### src/rtl/ring_rx_pkg.sv
package ring_rx_pkg;
  typedef enum logic {RD_IDLE = 1'b0, RD_RUN = 1'b1} rd_state_e;
endpackage

### src/rtl/ring_wr_ctrl.sv
module ring_wr_ctrl #(
  parameter int ADDR_W = 16,
  parameter logic [ADDR_W-1:0] REGION_LO = 16'h4600,
  parameter logic [ADDR_W-1:0] REGION_HI = 16'h5FFF,
  parameter bit BNRY_MINUS_ONE = 1'b0
) (
  input  logic              clk,
  input  logic              rst_n,
  input  logic              wr_valid,
  input  logic              bnry_we,
  input  logic [ADDR_W-1:0] bnry_in,
  output logic              wr_ready,
  output logic              accept,
  output logic [ADDR_W-1:0] curr_ptr,
  output logic [ADDR_W-1:0] free_cnt,
  output logic              overflow
);
  localparam logic [ADDR_W:0] SPAN = {1'b0, REGION_HI} - {1'b0, REGION_LO} + (ADDR_W+1)'(1);
  localparam logic [ADDR_W-1:0] BNRY_RST = BNRY_MINUS_ONE ? REGION_HI : REGION_LO;

  logic [ADDR_W-1:0] curr_q, curr_d, bnry_q, bnry_d, rdptr, bnry_norm;
  logic [ADDR_W:0]   free_w, rp_w, cp_w, lift_w;
  logic              ovf_q, ovf_d;

  // boundary normalisation and read pointer derivation per convention
  generate
    if (BNRY_MINUS_ONE) begin : g_minus_one
      always_comb begin
        lift_w    = {1'b0, bnry_in} + SPAN;
        bnry_norm = (bnry_in < REGION_LO) ? lift_w[ADDR_W-1:0] : bnry_in;
        rdptr     = (bnry_q == REGION_HI) ? REGION_LO : bnry_q + ADDR_W'(1);
      end
    end else begin : g_equal
      always_comb begin
        lift_w    = '0;
        bnry_norm = bnry_in;
        rdptr     = bnry_q;
      end
    end
  endgenerate

  always_comb begin
    rp_w = {1'b0, rdptr};
    cp_w = {1'b0, curr_q};
    if (rp_w > cp_w) free_w = rp_w - cp_w - (ADDR_W+1)'(1);
    else             free_w = rp_w + SPAN - cp_w - (ADDR_W+1)'(1);
  end

  assign free_cnt = free_w[ADDR_W-1:0];
  assign wr_ready = (free_cnt != '0);
  assign accept   = wr_valid & wr_ready;

  always_comb begin
    curr_d = (curr_q == REGION_HI) ? REGION_LO : curr_q + ADDR_W'(1);
    bnry_d = bnry_norm;
    ovf_d  = (wr_valid & ~wr_ready) | (ovf_q & ~bnry_we);
  end

  always_ff @(posedge clk or negedge rst_n) begin
    if (!rst_n) begin
      curr_q <= REGION_LO;
      bnry_q <= BNRY_RST;
      ovf_q  <= 1'b0;
    end else begin
      if (accept)  curr_q <= curr_d;
      if (bnry_we) bnry_q <= bnry_d;
      ovf_q <= ovf_d;
    end
  end

  assign curr_ptr = curr_q;
  assign overflow = ovf_q;
endmodule

### src/rtl/ring_dma_rd.sv
module ring_dma_rd
  import ring_rx_pkg::*;
#(
  parameter int ADDR_W = 16,
  parameter int LEN_W  = 16,
  parameter logic [ADDR_W-1:0] REGION_LO = 16'h4600,
  parameter logic [ADDR_W-1:0] REGION_HI = 16'h5FFF
) (
  input  logic              clk,
  input  logic              rst_n,
  input  logic              dma_start,
  input  logic [ADDR_W-1:0] dma_addr,
  input  logic [LEN_W-1:0]  dma_len,
  output logic              rd_en,
  output logic [ADDR_W-1:0] rd_addr
);
  rd_state_e         st_q, st_d;
  logic [ADDR_W-1:0] ptr_q, ptr_d;
  logic [LEN_W-1:0]  rem_q, rem_d;
  logic              upd;

  always_comb begin
    st_d  = st_q;
    ptr_d = ptr_q;
    rem_d = rem_q;
    upd   = 1'b0;
    case (st_q)
      RD_IDLE: begin
        if (dma_start && (dma_len != '0)) begin
          st_d  = RD_RUN;
          ptr_d = dma_addr;
          rem_d = dma_len;
          upd   = 1'b1;
        end
      end
      RD_RUN: begin
        upd   = 1'b1;
        ptr_d = (ptr_q == REGION_HI) ? REGION_LO : ptr_q + ADDR_W'(1);
        rem_d = rem_q - LEN_W'(1);
        if (rem_q == LEN_W'(1)) st_d = RD_IDLE;
      end
      default: st_d = RD_IDLE;
    endcase
  end

  always_ff @(posedge clk or negedge rst_n) begin
    if (!rst_n) begin
      st_q  <= RD_IDLE;
      ptr_q <= REGION_LO;
      rem_q <= '0;
    end else if (upd) begin
      st_q  <= st_d;
      ptr_q <= ptr_d;
      rem_q <= rem_d;
    end
  end

  assign rd_en   = (st_q == RD_RUN);
  assign rd_addr = ptr_q;
endmodule

### src/rtl/ring_rx_buf.sv
module ring_rx_buf #(
  parameter int ADDR_W = 16,
  parameter int LEN_W  = 16,
  parameter int DATA_W = 8,
  parameter logic [ADDR_W-1:0] REGION_LO = 16'h4600,
  parameter logic [ADDR_W-1:0] REGION_HI = 16'h5FFF,
  parameter bit BNRY_MINUS_ONE = 1'b0
) (
  input  logic              clk,
  input  logic              rst_n,
  input  logic              wr_valid,
  input  logic [DATA_W-1:0] wr_data,
  output logic              wr_ready,
  input  logic              bnry_we,
  input  logic [ADDR_W-1:0] bnry_in,
  input  logic              dma_start,
  input  logic [ADDR_W-1:0] dma_addr,
  input  logic [LEN_W-1:0]  dma_len,
  output logic              mem_we,
  output logic [ADDR_W-1:0] mem_waddr,
  output logic [DATA_W-1:0] mem_wdata,
  output logic              rd_en,
  output logic [ADDR_W-1:0] rd_addr,
  output logic [ADDR_W-1:0] curr_ptr,
  output logic [ADDR_W-1:0] free_cnt,
  output logic              overflow
);
  logic accept;

  ring_wr_ctrl #(
    .ADDR_W(ADDR_W), .REGION_LO(REGION_LO), .REGION_HI(REGION_HI),
    .BNRY_MINUS_ONE(BNRY_MINUS_ONE)
  ) u_wr (
    .clk(clk), .rst_n(rst_n), .wr_valid(wr_valid), .bnry_we(bnry_we),
    .bnry_in(bnry_in), .wr_ready(wr_ready), .accept(accept),
    .curr_ptr(curr_ptr), .free_cnt(free_cnt), .overflow(overflow)
  );

  ring_dma_rd #(
    .ADDR_W(ADDR_W), .LEN_W(LEN_W), .REGION_LO(REGION_LO), .REGION_HI(REGION_HI)
  ) u_rd (
    .clk(clk), .rst_n(rst_n), .dma_start(dma_start), .dma_addr(dma_addr),
    .dma_len(dma_len), .rd_en(rd_en), .rd_addr(rd_addr)
  );

  assign mem_we    = accept;
  assign mem_waddr = curr_ptr;
  assign mem_wdata = wr_data;
endmodule

### config.mk
export PLATFORM = sky130hd
export DESIGN_NAME = ring_rx_buf
export DESIGN_NICKNAME = d
export VERILOG_FILES = /design/src/rtl/ring_rx_pkg.sv /design/src/rtl/ring_wr_ctrl.sv /design/src/rtl/ring_dma_rd.sv /design/src/rtl/ring_rx_buf.sv
export SDC_FILE = /design/constraint.sdc
export NUM_CORES = 1
export LEC_CHECK = 0
export ABC_CLOCK_PERIOD_IN_PS = 8400
export CORE_AREA = 2 2 117 119
export CTS_CLUSTER_DIAMETER = 60
export DETAILED_ROUTE_END_ITERATION = 8
export DIE_AREA = 0 0 119 121
export HOLD_SLACK_MARGIN = 0.1
export PLACE_DENSITY_LB_ADDON = 0.08
export SKIP_LAST_GASP = 1
export SLEW_MARGIN = 25
export SYNTH_ARGS = -nofsm -noshare
export SYNTH_HDL_FRONTEND = slang
export SYNTH_SLANG_ARGS = --single-unit
### constraint.sdc
create_clock -name clk -period 8.4 [get_ports clk]
set_clock_uncertainty 0.2 [all_clocks]
set_input_delay 1.26 -clock clk [delete_from_list [all_inputs] [get_ports clk]]
set_output_delay 1.26 -clock clk [all_outputs]
set_load 0.02 [all_outputs]
==> impl_metrics.csv, run 1 <==
group,metric,value,unit
setup_path,reg2reg_depth,14,
global_route,antenna_found_initial,0,
routing,drt_pass1_iterations,5,
cells_and_area,areaGrowthSynthToFinish,25.55,%
placed_design,io_buffers,120,
setup_path,path_class,"flop to primary output",
cells_and_area,fin_util,55.30,%
global_route,track_usage,21.22,%
logic_synthesis,syn_area_per_cell,8.614,sq um
power_and_ir_drop,switching_power,0.9123,mW
logic_synthesis,synthFlopType,"dfrtp_1",
job,drv_cap,0,
clock_tree,clock_sinks,66,
routing,wl_met1,6.747,mm
logic_synthesis,synth_top_cell_by_area,"dfrtp_1",
logic_synthesis,synthSimpleGateAreaFrac,19.58,%
floorplanning,placeableCoreArea,13090,sq um
global_route,grt_pass1_wl,24.61,mm
global_route,grt_max_degree,67,
setup_path,worstSetupEndpointType,"primary output",
routing,wl_per_cell,15.99,um
timing,whs,0.3118,ns
worst_hold_path,min_to,"u_wr.bnry_q[6]",
logic_synthesis,syn_area,5763,sq um
logic_synthesis,ys_seq_area_share,28.85,%
clock_tree,cts_made_buffers,9,
worst_hold_path,holdCritPathClass,"flop to flop",
cells_and_area,antenna_cells,0,
setup_path,crit_required,6.94,ns
clock_tree,cts_tree,"yes",
floorplanning,io_pins,137,
timing,relSlewSlack,39.96,%
placed_design,hpwl,11.85,mm
floorplanning,rows,42,
clock_tree,cts_setup_buffers,0,
logic_synthesis,yosysWarnings,0,
power_and_ir_drop,intPower,1.189,mW
routing,drcViolationCount,0,
clock_tree,cts_resized,0,
worst_hold_path,worstHoldStart,"u_wr.bnry_q[6]",
clock_tree,htree_levels,3,
timing,worst_slew_pin_slew,0.8978,ns
timing,fin_crit_sh,74.73,%
logic_synthesis,yosys-top-cells-area,"dfrtp_1 (25%), ha_1 (8.3%), nand2_1 (4.6%)",
logic_synthesis,synthCells,669,
run_status,status,"finished, final reports clean",
logic_synthesis,synth-seq-cells,66,
routing,vias_per_cell,5.489,
power_and_ir_drop,p_leak,3.067,nW
logic_synthesis,synth_top_family_by_area,"simple AND/OR/NAND/NOR gates",
logic_synthesis,synthMuxAreaShare,5.645,%
timing,setup_viol,0,
setup_path,arrival,4.82,ns
clock_tree,path_clk_slew,0.06,ns
timing,fin_crit,6.277,ns
power_and_ir_drop,vdd_drop_max,0.1767,mV
logic_synthesis,yosys.area.top_type_share,24.75,%
logic_synthesis,yosysMostFrequentCell,"nand2_1",
power_and_ir_drop,seq_power_share,24.7,%
clock_tree,postCtsHoldBufs,0,
placed_design,finalWeightedCongestion,0.8554,
clock_tree,cts_max_path_buffers,2,
power_and_ir_drop,swShare,43.42,%
logic_synthesis,synth_cell_types,78,
routing,first_iter_violations,264,
routing,dr_wl_met2,7.488,mm
routing,via_count,5160,
routing,met3WireLength,610,um
floorplanning,start_util,44.04,%
floorplanning,dieArea,14400,sq um
worst_hold_path,min_path_cells,1,
clock_tree,clk_latency,0.33,ns
setup_path,timing.rr.start,"u_wr.curr_ptr[1]",
cells_and_area,nets,870,
timing,fmax,159.3,MHz
power_and_ir_drop,comb_power_share,57.1,%
logic_synthesis,synth.top_cells.by_count,"nand2_1 (70), dfrtp_1 (57), inv_1 (56)",
clock_tree,root_buffer,"clkbuf_16",
global_route,grt_pass1_vias,5041,
timing,rsz0062_at_grt,"no",
floorplanning,die_w,119,um
floorplanning,die_y,121,um
routing,wl,15.03,mm
logic_synthesis,synth-adder-area-share,12.42,%
setup_path,r2r_slack,3.90,ns
logic_synthesis,synth_compound_area_share,18.65,%
logic_synthesis,synth_edf_count,0,
timing,fin_setup_tns,0,ns
logic_synthesis,synth_xor_area_share,6.231,%
logic_synthesis,async_flop_share,100.0,%
global_route,grt_overflow,0,
setup_path,reg2reg_to,"u_wr.curr_ptr[8]",
power_and_ir_drop,clockPowerShare,18.2,%
power_and_ir_drop,p_per_area,290.4,nW/um^2
setup_path,cp_max_fo,24,
timing,finalMaxSlewViolations,0,
routing,detail-route-antenna-nets,0,
logic_synthesis,syn_nets,780,
routing,highest-signal-layer,"met4",
cells_and_area,drive_gt1_share,8.377,%
timing,hold_viol,0,
setup_path,startpoint_type,"flop",
-- flip-flops by register name, indices dropped and copies added (netlist names) --
name and count:
u_wr.bnry_q 16, u_wr.overflow 1, u_rd.rd_en 1, u_rd.rem_q 16, u_wr.curr_ptr 16, u_rd.rd_addr 16
-- metal layers --
| metal | track usage, % | vias up |
|---|---|---|
| met2 | 37.18 | 128 |
| met1 | 26.92 | 2488 |
| met4 | 5.804 | 0 |
| li1 | - | 2522 |
| met5 | 0 | - |
| met3 | 3.759 | 22 |
-- logic make-up (layout without fill, tap and decap cells) --
group,Yosys count,count (layout)
AO/OA/AOI/OAI,154,154
multiplexers,31,31
XOR/XNOR,41,41
flip-flops,66,66
buffers and inverters,101,196
adder cells (fa/ha/maj),50,50
AND/OR/NAND/NOR,226,226
-- area by class of cell --
| class | count | area, sq um |
|---|---|---|
| Clock buffer | 11 | 252.7 |
| Clock inverter | 5 | 52.55 |
| Fill cell | 1220 | 5849 |
| Inverter | 56 | 210.2 |
| Multi-Input combinational cell | 502 | 3611 |
| Sequential cell | 66 | 1663 |
| Tap cell | 176 | 220.2 |
| Timing Repair Buffer | 124 | 1226 |
-- through the flow --
step           cells  power [mW]  cell area [sq um]  setup WS (ns)
5_1_grt          940       2.250               7236          1.817
6_report         940       2.101               7236          2.123
4_1_cts          940       2.114               7236          2.138
3_5_place_dp     924       1.719               6930          2.533
2_1_floorplan    669       1.322               5763          3.255
3_3_place_gp     924       1.691               6930          2.627
-- layout by cell type (no fill, tap or decap), types with 10 or more instances in the layout --
cell	n
clkdlybuf4s50_1	119
nand2_1	70
dfrtp_1	57
inv_1	56
nor2_1	40
ha_1	38
o21ai_0	37
a21oi_1	34
nand3_1	33
xnor2_1	29
mux2i_1	21
nor3_1	16
xor2_1	12
fa_1	12
and3_1	10
-- power groups by stage --
stage | combinational [mW] | sequential, mW | clock [mW]
floorplan | 0.771 | 0.551 | 0
global placement | 1.17 | 0.519 | 0
detailed placement | 1.20 | 0.521 | 0
CTS | 1.20 | 0.519 | 0.394
global route | 1.31 | 0.536 | 0.409
finish | 1.20 | 0.519 | 0.383
-- critical path, cell delays in order (launching register included) --
cell	delay [ns]
dfrtp_1	0.44
inv_1	0.12
ha_1	0.38
ha_1	0.26
fa_1	0.44
a21o_1	0.21
a311oi_1	0.28
o21a_2	0.20
o21ai_0	0.15
a211oi_2	0.23
xnor2_1	0.11
a32o_1	0.31
a31oi_4	0.59
clkdlybuf4s50_1	0.74
-- how the worst max path moves through the flow --
stage               cells after the start        startpoint  slack (ns)        to
floorplan                              12  u_wr.curr_ptr[1]        3.25  wr_ready
global placement                       13  u_wr.curr_ptr[1]        2.63    mem_we
detailed placement                     13  u_wr.curr_ptr[1]        2.53    mem_we
CTS                                    13  u_wr.curr_ptr[1]        2.14    mem_we
global route                           13  u_wr.curr_ptr[1]        1.82    mem_we
finish                                 13  u_wr.curr_ptr[1]        2.12    mem_we
Power figures use the tool's default switching activity.
==> inputs of run 2 (changes only) <==
--- a/config.mk
+++ b/config.mk
@@ -5,7 +5,7 @@
 export SDC_FILE = /design/constraint.sdc
 export NUM_CORES = 1
 export LEC_CHECK = 0
-export ABC_CLOCK_PERIOD_IN_PS = 8400
+export ABC_CLOCK_PERIOD_IN_PS = 6400
 export CORE_AREA = 2 2 117 119
 export CTS_CLUSTER_DIAMETER = 60
 export DETAILED_ROUTE_END_ITERATION = 8
==> constraint.sdc (replaced) <==
create_clock -name clk -period 6.4 [get_ports clk]
set_clock_uncertainty 0.2 [all_clocks]
set_input_delay 0.96 -clock clk [delete_from_list [all_inputs] [get_ports clk]]
set_output_delay 0.96 -clock clk [all_outputs]
set_load 0.02 [all_outputs]
==> run 2 against run 1 <==
Clock-buffer cell count down 2. Sequential power up 31%. Via count down 0.62%. Critical path type unchanged. Clock power up 59%.
==> impl_metrics.csv, run 2 (same netlist as run 1, synthesis figures left out) <==
group,metric,value,unit
setup_path,timing.critical_path.from,"u_wr.curr_ptr[1]",
floorplanning,rows,42,
placed_design,io_buffers,120,
clock_tree,htree_levels,3,
timing,finalMaxSlewViolations,0,
timing,worst_slew_pin_slew,0.9110,ns
worst_hold_path,min_to,"u_wr.bnry_q[6]",
cells_and_area,fin_util,55.82,%
placed_design,finalWeightedCongestion,0.8834,
clock_tree,cts_resized,0,
setup_path,reg2reg_to,"u_wr.curr_ptr[8]",
timing,rsz0062_at_grt,"no",
global_route,grt_max_degree,67,
clock_tree,cts_max_path_buffers,2,
clock_tree,cts_made_buffers,9,
clock_tree,clk_latency,0.33,ns
routing,first_iter_violations,285,
run_status,status,"finished, final reports clean",
power_and_ir_drop,p_per_area,391.5,nW/um^2
setup_path,reg2reg_depth,15,
global_route,antenna_found_initial,0,
routing,via_count,5128,
clock_tree,path_clk_slew,0.06,ns
clock_tree,clock_sinks,66,
timing,fmax,171.9,MHz
setup_path,crit_required,5.24,ns
setup_path,timing.rr.start,"u_wr.curr_ptr[1]",
routing,wl,15.07,mm
cells_and_area,nets,871,
cells_and_area,areaGrowthSynthToFinish,26.75,%
timing,hold_viol,0,
clock_tree,root_buffer,"clkbuf_16",
floorplanning,die_w,119,um
cells_and_area,final_common_cell,"clkdlybuf4s50_1",
timing,whs,0.3157,ns
timing,fin_crit_sh,90.91,%
placed_design,post-place-ws,0.9724,ns
routing,drcViolationCount,0,
placed_design,dp_cells,925,
global_route,grt_pass1_vias,5182,
routing,wl_per_cell,16.02,um
setup_path,r2r_slack,2.00,ns
setup_path,cp_top_family,"compound AO/OA/AOI/OAI gates",
cells_and_area,antenna_cells,0,
clock_tree,postCtsHoldBufs,0,
routing,drt_pass1_iterations,4,
cells_and_area,drive_gt1_share,8.497,%
power_and_ir_drop,finalPower,2.860,mW
worst_hold_path,worstHoldStart,"u_wr.bnry_q[6]",
worst_hold_path,holdCritPathClass,"flop to flop",
setup_path,crit_chain,"inv_1 -> ha_1 -> ha_1 -> fa_1 -> a21o_1 -> a311oi_1 -> o21a_2 -> o21ai_0 -> a211oi_2 -> xnor2_1 -> a32o_1 -> or4b_2 -> clkdlybuf4s50_1",
worst_hold_path,min_path_cells,1,
power_and_ir_drop,p_leak,3.096,nW
setup_path,crit_top_cell,"ha_1",
setup_path,arrival,4.66,ns
cells_and_area,fin_cells,941,
cells_and_area,design_area,7305,sq um
floorplanning,start_util,44.04,%
timing,setup_viol,0,
floorplanning,die_y,121,um
clock_tree,cts_tree,"yes",
setup_path,path_class,"flop to primary output",
setup_path,cp_max_fo,5,
power_and_ir_drop,vdd_drop_max,0.2190,mV
setup_path,worstSetupEndpointType,"primary output",
global_route,grt_overflow,0,
timing,relSlewSlack,39.08,%
timing,setup_ws,0.5815,ns
setup_path,crit_buf_inv,2,
floorplanning,placeableCoreArea,13090,sq um
setup_path,startpoint_type,"flop",
placed_design,placed_area,6938,sq um
setup_path,critPathMaxStageDelay,0.59,ns
placed_design,hpwl,11.87,mm
routing,detail-route-antenna-nets,0,
timing,fin_crit,5.819,ns
floorplanning,dieArea,14400,sq um
global_route,track_usage,21.48,%
routing,vias_per_cell,5.450,
floorplanning,io_pins,137,
cells_and_area,most-common-layout-cells,"clkdlybuf4s50_1 (119), nand2_1 (70), dfrtp_1 (57)",
job,drv_cap,0,
timing,fin_setup_tns,0,ns
global_route,grt_pass1_wl,24.79,mm
setup_path,critPathSlowestCell,"or4b_2",
clock_tree,cts_setup_buffers,0,
[run 2: area by class of cell]
cell class | count | area (sq um)
Multi-Input combinational cell | 502 | 3611
Clock inverter | 7 | 141.4
Clock buffer | 9 | 225.2
Fill cell | 1216 | 5781
Tap cell | 176 | 220.2
Timing Repair Buffer | 125 | 1234
Sequential cell | 66 | 1663
Inverter | 56 | 210.2
[run 2: worst max path at each step]
| stage | cells after the start | end | slack, ns |
|---|---|---|---|
| after global routing | 13 | wr_ready | 0.40 |
| after CTS | 13 | wr_ready | 0.59 |
| after global placement | 13 | wr_ready | 1.04 |
| after detailed placement | 13 | wr_ready | 0.97 |
| after floorplan | 12 | wr_ready | 1.55 |
| final | 13 | wr_ready | 0.58 |
[run 2: where the power goes]
group | switching [mW] | internal (mW)
sequential | 0.148 | 0.531
clock | 0.189 | 0.420
combinational | 0.865 | 0.708
total | 1.20 | 1.66
[run 2: metal layers]
metal / track usage, % / share of wire, % / vias up
met1: 26.93 / 45 / 2458
met5: 0 / 0 / -
met2: 37.57 / 49 / 121
li1: - / - / 2529
met4: 6.473 / 1.6 / 0
met3: 4.041 / 4.5 / 20
==> inputs of run 3 (changes only) <==
--- a/config.mk
+++ b/config.mk
@@ -6,6 +6,7 @@
 export NUM_CORES = 1
 export LEC_CHECK = 0
 export ABC_CLOCK_PERIOD_IN_PS = 6400
+export CAP_MARGIN = 20
 export CORE_AREA = 2 2 117 119
 export CTS_CLUSTER_DIAMETER = 60
 export DETAILED_ROUTE_END_ITERATION = 8
==> results of run 3 <==
Same layout as run 2: the final DEF is identical, and so are final timing and power.
